## src/rtl/fsw_pkg.sv

```systemverilog
package fsw_pkg;

    typedef enum logic [2:0] {
        OP_READ = 3'd0,
        OP_PROG = 3'd1,
        OP_CHIP = 3'd2,
        OP_BLK  = 3'd3,
        OP_SUSP = 3'd4
    } op_e;

    localparam int WORD_W  = 8;
    localparam int B_POLL  = 7;
    localparam int B_TOG   = 6;
    localparam int B_FAULT = 5;
    localparam int B_TMR   = 3;
    localparam int B_ALT   = 2;

    function automatic logic op_is_busy(input logic [2:0] k);
        return (k == OP_PROG) || (k == OP_CHIP) || (k == OP_BLK);
    endfunction

    function automatic logic op_is_active(input logic [2:0] k);
        return op_is_busy(k) || (k == OP_SUSP);
    endfunction

endpackage

```

## src/rtl/fsw_blk_sel.sv

```systemverilog
module fsw_blk_sel #(
    parameter int NUM_BLOCKS = 7,
    parameter int BLK_W      = $clog2(NUM_BLOCKS)
) (
    input  logic [BLK_W-1:0]      rd_block,
    input  logic [NUM_BLOCKS-1:0] erase_mask,
    input  logic [NUM_BLOCKS-1:0] fail_mask,
    input  logic                  all_sel,
    output logic                  in_erase,
    output logic                  in_fail
);
    logic [NUM_BLOCKS-1:0] hit;

    for (genvar i = 0; i < NUM_BLOCKS; i++) begin : g_dec
        assign hit[i] = (rd_block == BLK_W'(i));
    end

    always_comb begin
        in_erase = all_sel ? 1'b1 : |(hit & erase_mask);
        in_fail  = |(hit & fail_mask);
    end
endmodule

```

## src/rtl/fsw_toggle.sv

```systemverilog
module fsw_toggle (
    input  logic clk,
    input  logic rst_n,
    input  logic clr,
    input  logic adv,
    output logic q
);
    typedef struct packed {
        logic bit_v;
    } tog_t;

    tog_t st_d, st_q;

    always_comb begin
        st_d = st_q;
        if (clr) begin
            st_d.bit_v = 1'b0;
        end else if (adv) begin
            st_d.bit_v = ~st_q.bit_v;
        end
    end

    always_ff @(posedge clk or negedge rst_n) begin
        if (!rst_n) st_q <= '0;
        else        st_q <= st_d;
    end

    assign q = st_q.bit_v;
endmodule

```

## src/rtl/fsw_err_latch.sv

```systemverilog
module fsw_err_latch (
    input  logic clk,
    input  logic rst_n,
    input  logic set,
    input  logic clr,
    output logic q
);
    typedef struct packed {
        logic flag;
    } err_t;

    err_t st_d, st_q;

    always_comb begin
        st_d = st_q;
        if (clr)      st_d.flag = 1'b0;
        else if (set) st_d.flag = 1'b1;
    end

    always_ff @(posedge clk or negedge rst_n) begin
        if (!rst_n) st_q <= '0;
        else        st_q <= st_d;
    end

    assign q = st_q.flag;
endmodule

```

## src/rtl/fsw_status_gen.sv

```systemverilog
module fsw_status_gen #(
    parameter int NUM_BLOCKS = 7,
    parameter int BLK_W      = $clog2(NUM_BLOCKS)
) (
    input  logic                  clk,
    input  logic                  rst_n,
    input  logic [2:0]            op_kind,
    input  logic                  rd_stb,
    input  logic [BLK_W-1:0]      rd_block,
    input  logic [NUM_BLOCKS-1:0] erase_mask,
    input  logic [NUM_BLOCKS-1:0] fail_mask,
    input  logic                  prog_bit7,
    input  logic                  erase_started,
    input  logic                  fail_set,
    input  logic                  clr_err,
    input  logic [7:0]            array_data,
    output logic [7:0]            rd_data,
    output logic                  busy_n
);
    import fsw_pkg::*;

    typedef struct packed {
        logic              stb_q;
        logic [WORD_W-1:0] word;
        logic              busy_n;
    } top_t;

    top_t st_d, st_q;

    logic rd_evt;
    logic in_erase, in_fail;
    logic err_q, tog_main_q, tog_alt_q;
    logic main_adv, alt_adv, tog_clr, alt_cond;
    logic [WORD_W-1:0] word_c;

    fsw_blk_sel #(.NUM_BLOCKS(NUM_BLOCKS), .BLK_W(BLK_W)) u_sel (
        .rd_block   (rd_block),
        .erase_mask (erase_mask),
        .fail_mask  (fail_mask),
        .all_sel    (op_kind == OP_CHIP),
        .in_erase   (in_erase),
        .in_fail    (in_fail)
    );

    fsw_err_latch u_err (
        .clk   (clk),
        .rst_n (rst_n),
        .set   (fail_set),
        .clr   (clr_err),
        .q     (err_q)
    );

    fsw_toggle u_tog_main (
        .clk   (clk),
        .rst_n (rst_n),
        .clr   (tog_clr),
        .adv   (main_adv),
        .q     (tog_main_q)
    );

    fsw_toggle u_tog_alt (
        .clk   (clk),
        .rst_n (rst_n),
        .clr   (tog_clr),
        .adv   (alt_adv),
        .q     (tog_alt_q)
    );

    // Read event and toggle control
    always_comb begin
        rd_evt  = rd_stb & ~st_q.stb_q;
        tog_clr = ~op_is_active(op_kind);
        unique case (op_kind)
            OP_CHIP, OP_BLK: alt_cond = err_q ? in_fail : in_erase;
            OP_SUSP:         alt_cond = in_erase;
            default:         alt_cond = 1'b0;
        endcase
        main_adv = rd_evt & op_is_busy(op_kind);
        alt_adv  = rd_evt & alt_cond;
    end

    // Result word selection
    always_comb begin
        word_c = '0;
        unique case (op_kind)
            OP_PROG: begin
                word_c[B_POLL]  = ~prog_bit7;
                word_c[B_TOG]   = tog_main_q;
                word_c[B_FAULT] = err_q;
            end
            OP_CHIP, OP_BLK: begin
                word_c[B_POLL]  = 1'b0;
                word_c[B_TOG]   = tog_main_q;
                word_c[B_FAULT] = err_q;
                word_c[B_TMR]   = (op_kind == OP_CHIP) ? 1'b1 : erase_started;
                word_c[B_ALT]   = tog_alt_q;
            end
            OP_SUSP: begin
                if (in_erase) begin
                    word_c[B_POLL] = 1'b1;
                    word_c[B_TOG]  = tog_main_q;
                    word_c[B_TMR]  = 1'b1;
                    word_c[B_ALT]  = tog_alt_q;
                end else begin
                    word_c = array_data;
                end
            end
            default: word_c = array_data;
        endcase
    end

    always_comb begin
        st_d        = st_q;
        st_d.stb_q  = rd_stb;
        st_d.busy_n = ~op_is_busy(op_kind);
        if (rd_evt) st_d.word = word_c;
    end

    always_ff @(posedge clk or negedge rst_n) begin
        if (!rst_n) begin
            st_q.stb_q  <= 1'b0;
            st_q.word   <= '0;
            st_q.busy_n <= 1'b1;
        end else begin
            st_q <= st_d;
        end
    end

    assign rd_data = st_q.word;
    assign busy_n  = st_q.busy_n;
endmodule

```

## config.mk

```make
export PLATFORM = sky130hd
export DESIGN_NAME = fsw_status_gen
export DESIGN_NICKNAME = d
export VERILOG_FILES = /design/src/rtl/fsw_pkg.sv /design/src/rtl/fsw_blk_sel.sv /design/src/rtl/fsw_toggle.sv /design/src/rtl/fsw_err_latch.sv /design/src/rtl/fsw_status_gen.sv
export SDC_FILE = /design/constraint.sdc
export NUM_CORES = 1
export LEC_CHECK = 0
export ABC_AREA = 1
export CAP_MARGIN = 20
export CORE_MARGIN = 2
export CORE_UTILIZATION = 44
export DETAILED_ROUTE_END_ITERATION = 16
export PLACE_DENSITY = 0.82
export SLEW_MARGIN = 20
export SYNTH_ARGS = -nofsm -noshare
export SYNTH_HDL_FRONTEND = slang
export SYNTH_HIERARCHICAL = 1
export SYNTH_SLANG_ARGS = --single-unit
```

## constraint.sdc

```tcl
create_clock -name clk -period 2.1 [get_ports clk]
set_input_delay 0.315 -clock clk [delete_from_list [all_inputs] [get_ports clk]]
set_output_delay 0.315 -clock clk [all_outputs]
set_load 0.02 [all_outputs]
```

==> results_tabular.tex, run 1 <==
\begin{tabular}{lr}
\hline
Metric & Value \\
\hline
\multicolumn{2}{l}{\textbf{Die}} \\
\quad Initial standard-cell utilization of the core & 0.478 \\
\quad Row count & 16 \\
\quad Die area & between 2000 and 3000 µm² \\
\quad \# IOs & 44 \\
\quad Vertical die dimension & 50.9 µm \\
\quad Overall die width & 50.9 µm \\
\quad Core Box Area & 2020 µm² \\
\multicolumn{2}{l}{\textbf{Global route}} \\
\quad Vias in the first global route & between 900 and 1,000 \\
\quad Total global routing overflow & 0 \\
\quad GRT Util Overall & 0.199 \\
\quad Pin count of the biggest net entering global routing & 14 \\
\quad Global-route wire length before repair & between 3 and 4 mm \\
\quad Antenna violations before repair & 0 \\
\multicolumn{2}{l}{\textbf{Power}} \\
\quad Sequential group share of total power & 0.414 \\
\quad Internal portion of total power & between 400 and 500 µW \\
\quad Maximum resistive drop on vdd & 0.302 mV \\
\quad Sum of internal, switching and leakage power & 704 µW \\
\quad Switching power & approximately 220 µW \\
\quad Leakage & 0.679 nW \\
\quad Pwr/cell area & just over 500 nW/µm² \\
\quad Share of total power in the clock network & 0.218 \\
\quad Share of total power in combinational logic & 0.368 \\
\quad Share of total power consumed by net switching & 0.311 \\
\multicolumn{2}{l}{\textbf{Worst setup path}} \\
\quad Highest cell delay on the worst timing path & 0.52 ns \\
\quad Worst r2r src & st\_q[9] \\
\quad Worst setup path start & rd\_block[2] \\
\quad Slowest cell on the critical path & clkdlybuf4s50\_1 \\
\quad Peak fanout along the critical path & 7 \\
\quad Buffers \& Inverters on Critical Path & 3 \\
\quad Path depth of the worst reg2reg path & 6 \\
\quad Most frequent CP cell & nand2\_1 \\
\quad Total stage count of the critical path & 13 \\
\quad Reg2Reg Setup Slack & 0.90 ns \\
\quad Endpoint of the worst-slack reg-to-reg timing path & u\_tog\_alt/q \\
\quad Category of cells accounting for the largest share of critical-path delay & buffers and inverters \\
\quad Capture point of the worst path & u\_tog\_alt/q \\
\quad Arrival time of the worst setup path & 2.02 ns \\
\quad Crit path cell chain & clkdlybuf4s50\_1, inv\_2, nand4\_1, nand2\_1, nor2\_1, nand2\_1, inv\_1, o21ai\_0, nand2\_1, a21oi\_1, nand2\_1, nand2\_1, nor2\_1 \\
\quad Setup Crit Path Kind & in2reg \\
\quad CP startpoint kind & primary input \\
\quad Critical path endpoint category & register \\
\quad Worst endpoint required time & 2.27 ns \\
\multicolumn{2}{l}{\textbf{Timing}} \\
\quad Clk\_skew & 0.00261 ns \\
\quad RSZ-0062 raised after global routing & no \\
\quad Fmax & 0.542 GHz \\
\quad Final Hold Fails & 0 \\
\quad Total Negative Setup Slacks & 0 ns \\
\quad Worst Hold Slack & 0.409 ns \\
\quad Share of the clock period used by the worst path & 0.878 \\
\quad Setup ws final & 0.256 ns \\
\quad Final min period & roughly 1.8 ns \\
\quad Relative slew margins & 0.608 \\
\quad Final Setup Violations & 0 \\
\quad Tightest Pin Transition & 0.586 ns \\
\quad Final number of max-transition violations & 0 \\
\multicolumn{2}{l}{\textbf{CTS}} \\
\quad H-Tree Level Count & 1 \\
\quad Num Clock Sinks & 13 \\
\quad Clock transition at path regs & 0.08 ns \\
\quad CTS tree & yes \\
\quad TritonCTS Buffers & 3 \\
\quad CTS Buffer Depth & 2 \\
\quad Library cell used as clock root buffer & clkbuf\_4 \\
\quad Clk Latency, worst-skew pair & 0.27 ns \\
\multicolumn{2}{l}{\textbf{Drt}} \\
\quad Via density per instance & between 4 and 5 \\
\quad Number of nets still failing antenna checks after routing & 0 \\
\quad First-pass DRT Iterations & 4 \\
\quad Total number of vias & 974 \\
\quad Aggregate routed wire length & 2.26 mm \\
\quad Number of DRC violations after detailed-routing iteration 0 & 8 \\
\quad Routed len/inst & 11.1 µm \\
\quad DRC violations left & 0 \\
\multicolumn{2}{l}{\textbf{Finish}} \\
\quad Synthesis-to-finish area growth & 44.2\% \\
\quad FF+latch area & between 300 and 400 µm² \\
\quad \# nets final & 212 \\
\quad Area of the multi-input gates & 483 µm² \\
\quad Filler Cells Inserted & 173 \\
\quad Final core utilization & 0.690 \\
\quad Non-Filler Cell Area, Final & between 1000 and 1500 µm² \\
\quad Fraction of final layout cells sized beyond drive strength 1 & 0.136 \\
\quad Final instance count without filler cells & 203 \\
\quad Leading cell types in the layout, fill and taps excluded & nand2\_1, clkdlybuf4s50\_1, nor2\_1 \\
\quad Count of antenna diodes in the layout & 0 \\
\multicolumn{2}{l}{\textbf{Flow run}} \\
\quad Max-cap viol count & 0 \\
\multicolumn{2}{l}{\textbf{Logic synthesis}} \\
\quad Synthesized instance count & 137 \\
\quad Synthesized netlist net count & between 150 and 200 \\
\quad Warnings, synthesis & 6 \\
\quad Synth top area share & 0.310 \\
\quad Synth unique cells & 21 \\
\quad Mapped Avg Cell Area & between 7 and 8 µm² \\
\quad Most instantiated flip-flop cell in the synthesis netlist & dfrtp\_1 \\
\quad Summed instance area of the synthesized netlist & 967 µm² \\
\quad Cell taking the most area after synthesis & dfrtp\_1 \\
\quad Number of synthesized flops with an enable pin & 0 \\
\quad Sequential element share of the synthesized area & 0.338 \\
\quad Flip-flop and latch count after synthesis & 13 \\
\quad FFs w/ async S/R, synth & 1.00 \\
\quad Cells taking the most area after synthesis & dfrtp\_1, nand2\_1, buf\_4, nor2\_1, nand4\_1 \\
\multicolumn{2}{l}{\textbf{Placement}} \\
\quad Placement-stage cell area & 1360 µm² \\
\quad RD Place Congestion & 0.908 \\
\quad Placed wire-length estimate & approximately 1.8 mm \\
\quad Post-place setup slack & -0.111 ns \\
\quad Port Buffer Count & 43 \\
\quad Post-Place Cells & 198 \\
\multicolumn{2}{l}{\textbf{Run status}} \\
\quad Result of the run & finished clean \\
\multicolumn{2}{l}{\textbf{Worst hold path}} \\
\quad Worst min-delay path category & in2async \\
\hline
\end{tabular}
logic make-up (layout without fill, tap and decap cells):
logic type,after synthesis,count (layout),share of synthesized area
flip-flops,13,13,0.338
AO/OA/AOI/OAI,8,8,0.0492
buffers and inverters,29,68,0.163
AND/OR/NAND/NOR,87,87,0.450
worst min path at each step:
| stage | to | startpoint | slack [ns] | depth (start not counted) |
|---|---|---|---|---|
| global placement | rd_data[1] | rd_data[1] | 0.46 | 2 |
| finish | rd_data[7] | rst_n | 0.41 | 1 |
| detailed placement | rd_data[4] | rd_data[4] | 0.47 | 2 |
| global route | u_tog_alt/q | rst_n | 0.45 | 1 |
| CTS | st_q[9] | rst_n | 0.42 | 1 |
| floorplan | rd_data[0] | rst_n | 0.02 | 0 |
power by group through the flow:
stage	Sequential [mW]	Combinational (mW)	Clock, mW
2_1_floorplan	0.295	0.157	0
3_3_place_gp	0.296	0.253	0
3_5_place_dp	0.296	0.259	0
4_1_cts	0.291	0.260	0.160
5_1_grt	0.295	0.285	0.177
6_report	0.291	0.259	0.154
synth_stat cells (2+ instances only):
| library cell | number |
|---|---|
| nand4_1 | 9 |
| a21oi_1 | 3 |
| inv_2 | 6 |
| inv_1 | 11 |
| dfrtp_1 | 12 |
| o21ai_1 | 2 |
| nand2_1 | 41 |
| nand2_4 | 2 |
| a21oi_2 | 2 |
| nor2_4 | 4 |
| buf_6 | 2 |
| nand3_1 | 10 |
| buf_4 | 9 |
| nor2_1 | 17 |
area by class of cell:
cell class / count / area share
clock buffers: 4 / 0.0188
inverters: 18 / 0.0484
multi-input cells: 95 / 0.346
flip-flops and latches: 13 / 0.234
well taps: 27 / 0.0242
repair buffers: 46 / 0.328
registers in the layout, summed over array words and instances (netlist names):
signal / count
u_tog_alt/q: 1
u_tog_main/q: 1
st_q: 1
rd_data: 8
u_err/q: 1
busy_n: 1
routing by layer:
metal | up-vias | wire length, µm | GRT usage
li1 | 508 | - | -
met1 | 434 | 978 | 0.223
met2 | 30 | 1150 | 0.362
met3 | 2 | 126 | 0.0614
met4 | 0 | 6 | 0.0541
met5 | - | 0 | 0
timing repair:
| item | CTS | global route |
|---|---|---|
| endpoints found under the setup margin | 0 | 1 |
| resized for setup | 0 | 2 |
| hold buffers | 0 | 0 |
| buffers inserted | 0 | 1 |
Power figures use the tool's default switching activity.
==> inputs of run 2 (changes only) <==
==> constraint.sdc (replaced) <==
create_clock -name clk -period 2.4 [get_ports clk]
set_input_delay 0.36 -clock clk [delete_from_list [all_inputs] [get_ports clk]]
set_output_delay 0.36 -clock clk [all_outputs]
set_load 0.02 [all_outputs]
==> run 2 against run 1 <==
Against the previous run:
- flip-flop and latch count unchanged
- worst setup slack improved by 0.19 ns
- clock power decreased by 13%
- via count decreased by 0.41%
- critical path depth unchanged
- clock skew increased by 0.0040 ns
- critical path type unchanged
==> results_tabular.tex, run 2 (synthesis gave the netlist of run 1 again) <==
\begin{tabular}{lr}
\hline
Metric & Value \\
\hline
\multicolumn{2}{l}{\textbf{Global route}} \\
\quad Vias in the first global route & 900 (-6.7\%) \\
\quad Global-route wire length before repair & 3.68 mm (-5.8\%) \\
\quad Pin count of the biggest net entering global routing & 14 (unchanged) \\
\quad Antenna violations before repair & 0 (unchanged) \\
\quad GRT Util Overall & 0.187 (-0.0114) \\
\quad Total global routing overflow & 0 (unchanged) \\
\multicolumn{2}{l}{\textbf{Finish}} \\
\quad Max FFs per register & 8 (unchanged) \\
\quad Leading cell types in the layout, fill and taps excluded & clkdlybuf4s50\_1, nand2\_1, nor2\_1 \\
\quad Area of the multi-input gates & 483 µm² (unchanged) \\
\quad Synthesis-to-finish area growth & 41.4\% \\
\quad \# nets final & 209 (-1.4\%) \\
\quad Filler Cells Inserted & 168 (-2.9\%) \\
\quad Count of antenna diodes in the layout & 0 (unchanged) \\
\quad Fraction of final layout cells sized beyond drive strength 1 & 0.121 (-0.0150) \\
\quad Final instance count without filler cells & 200 (-1.5\%) \\
\quad Commonest non-fill, non-tap cell in the layout & clkdlybuf4s50\_1 \\
\quad Final core utilization & 0.676 (-0.0136) \\
\quad FF+latch area & 327 µm² (unchanged) \\
\multicolumn{2}{l}{\textbf{Power}} \\
\quad Leakage & 0.646 nW (-4.8\%) \\
\quad Pwr/cell area & 448 nW/µm² (-11\%) \\
\quad Maximum resistive drop on vdd & 0.333 mV (+10\%) \\
\multicolumn{2}{l}{\textbf{CTS}} \\
\quad Clk Latency, worst-skew pair & 0.28 ns (about the same) \\
\quad Setup fix buffers added after clock tree synthesis & 0 (unchanged) \\
\quad H-Tree Level Count & 1 (unchanged) \\
\quad CTS Buffer Depth & 2 (unchanged) \\
\quad TritonCTS Buffers & 3 (unchanged) \\
\quad Library cell used as clock root buffer & clkbuf\_4 \\
\quad Total of hold buffers inserted after clock tree synthesis & 0 (unchanged) \\
\quad Clock transition at path regs & 0.08 ns (about the same) \\
\quad CTS tree & yes \\
\quad Num Clock Sinks & 13 (unchanged) \\
\quad Number of gates resized after cts & 0 (unchanged) \\
\multicolumn{2}{l}{\textbf{Worst setup path}} \\
\quad Worst endpoint required time & 2.57 ns (+0.30 ns) \\
\quad Arrival time of the worst setup path & 2.12 ns (+0.10 ns) \\
\quad CP startpoint kind & primary input \\
\quad Setup Crit Path Kind & in2reg \\
\quad Reg2Reg Setup Slack & 1.19 ns (+0.29 ns) \\
\quad Critical path endpoint category & register \\
\quad Peak fanout along the critical path & 8 (+1) \\
\multicolumn{2}{l}{\textbf{Placement}} \\
\quad Post-Place Cells & 196 (-1.0\%) \\
\quad RD Place Congestion & 0.910 (+0.18\%) \\
\quad Port Buffer Count & 43 (unchanged) \\
\quad Post-place setup slack & 0.185 ns (+0.296 ns) \\
\quad Placed wire-length estimate & 1.81 mm (-0.16\%) \\
\multicolumn{2}{l}{\textbf{Die}} \\
\quad Overall die width & 50.9 µm (unchanged) \\
\quad Initial standard-cell utilization of the core & 0.478 (unchanged) \\
\quad Row count & 16 (unchanged) \\
\quad Core Box Area & 2020 µm² (unchanged) \\
\quad Die area & 2590 µm² (unchanged) \\
\quad \# IOs & 44 (unchanged) \\
\quad Vertical die dimension & 50.9 µm (unchanged) \\
\multicolumn{2}{l}{\textbf{Worst hold path}} \\
\quad Worst min-delay path category & in2async \\
\multicolumn{2}{l}{\textbf{Timing}} \\
\quad Setup ws final & 0.445 ns (+0.189 ns) \\
\quad Total Negative Setup Slacks & 0 ns (unchanged) \\
\quad Final Hold Fails & 0 (unchanged) \\
\quad Final number of max-transition violations & 0 (unchanged) \\
\quad Fmax & between 0.5 and 0.6 GHz \\
\quad Tightest Pin Transition & 0.583 ns (-0.00351 ns) \\
\quad RSZ-0062 raised after global routing & no \\
\quad Final Setup Violations & 0 (unchanged) \\
\quad Relative slew margins & 0.610 (+0.00235) \\
\quad Share of the clock period used by the worst path & 0.815 \\
\quad Clk\_skew & 0.00664 ns (+0.00404 ns) \\
\quad Final min period & 1.96 ns \\
\multicolumn{2}{l}{\textbf{Drt}} \\
\quad Number of DRC violations after detailed-routing iteration 0 & 13 (+5) \\
\quad DRC violations left & 0 (unchanged) \\
\quad Aggregate routed wire length & 2.22 mm (-1.8\%) \\
\quad Total number of vias & 970 (-0.41\%) \\
\quad Routed len/inst & 11.1 µm (-0.30\%) \\
\quad First-pass DRT Iterations & 4 (unchanged) \\
\quad Number of nets still failing antenna checks after routing & 0 (unchanged) \\
\quad Via density per instance & 4.85 (+1.1\%) \\
\multicolumn{2}{l}{\textbf{Flow run}} \\
\quad Max-cap viol count & 0 (unchanged) \\
\multicolumn{2}{l}{\textbf{Run status}} \\
\quad Result of the run & finished clean \\
\hline
\end{tabular}
==> run 2: cell count changes in the layout (fill, tap and decap cells not counted), sizes merged <==
| cell | delta |
|---|---|
| dlymetal6s2s | -2 |
| buf | -3 |
| clkdlybuf4s50 | +2 |
==> run 2: cell type report <==
class	count	share of cell area
Inverter	18	0.0494
Sequential cell	13	0.239
Tap cell	27	0.0247
Clock buffer	4	0.0192
Timing Repair Buffer	43	0.315
Multi-Input combinational cell	95	0.353
==> run 2: per-layer routing <==
metal,GRT usage,share of wire,wire (µm)
met5,0,0,0
met4,0.0405,0.0059,13
met3,0.0556,0.048,107
met2,0.351,0.51,1130
met1,0.207,0.43,960
==> run 2: final timing paths <==
kind / start / endpoint / cells after the start
hold reg to reg: rd_data[0] / rd_data[0] / 2
setup / recovery: rd_block[1] / u_tog_alt/q / 13
hold / removal: rst_n / rd_data[3] / 1
min in group clk: rd_data[0] / rd_data[0] / 2
setup reg to reg: st_q[9] / u_tog_alt/q / 6
max in group asynchronous: rst_n / rd_data[1] / 1
==> run 2: per-stage QoR <==
stage / hold WS [ns] / power, mW / area, µm²
final: 0.447 / 0.613 / 1370
after global routing: 0.494 / 0.650 / 1370
after CTS: 0.452 / 0.620 / 1370
after detailed placement: 0.468 / 0.483 / 1340
after global placement: 0.463 / 0.477 / 1340
after floorplan: 0.0644 / 0.396 / 967
==> run 2: critical path: stages <==
cell	delay (ns)
clkdlybuf4s50_1	0.59
nor2_4	0.21
nand3_1	0.09
nand2_1	0.08
nor2_1	0.04
nand2_1	0.11
inv_1	0.07
o21ai_0	0.16
nand2_1	0.07
a21oi_1	0.16
nand2_1	0.08
nand2_1	0.07
nor2_1	0.04
==> run 2: power by group <==
group / switching (mW) / leakage (nW) / internal (mW)
clock: 0.0694 / 0.0150 / 0.0645
sequential: 0.0135 / 0.161 / 0.243
combinational: 0.109 / 0.470 / 0.114
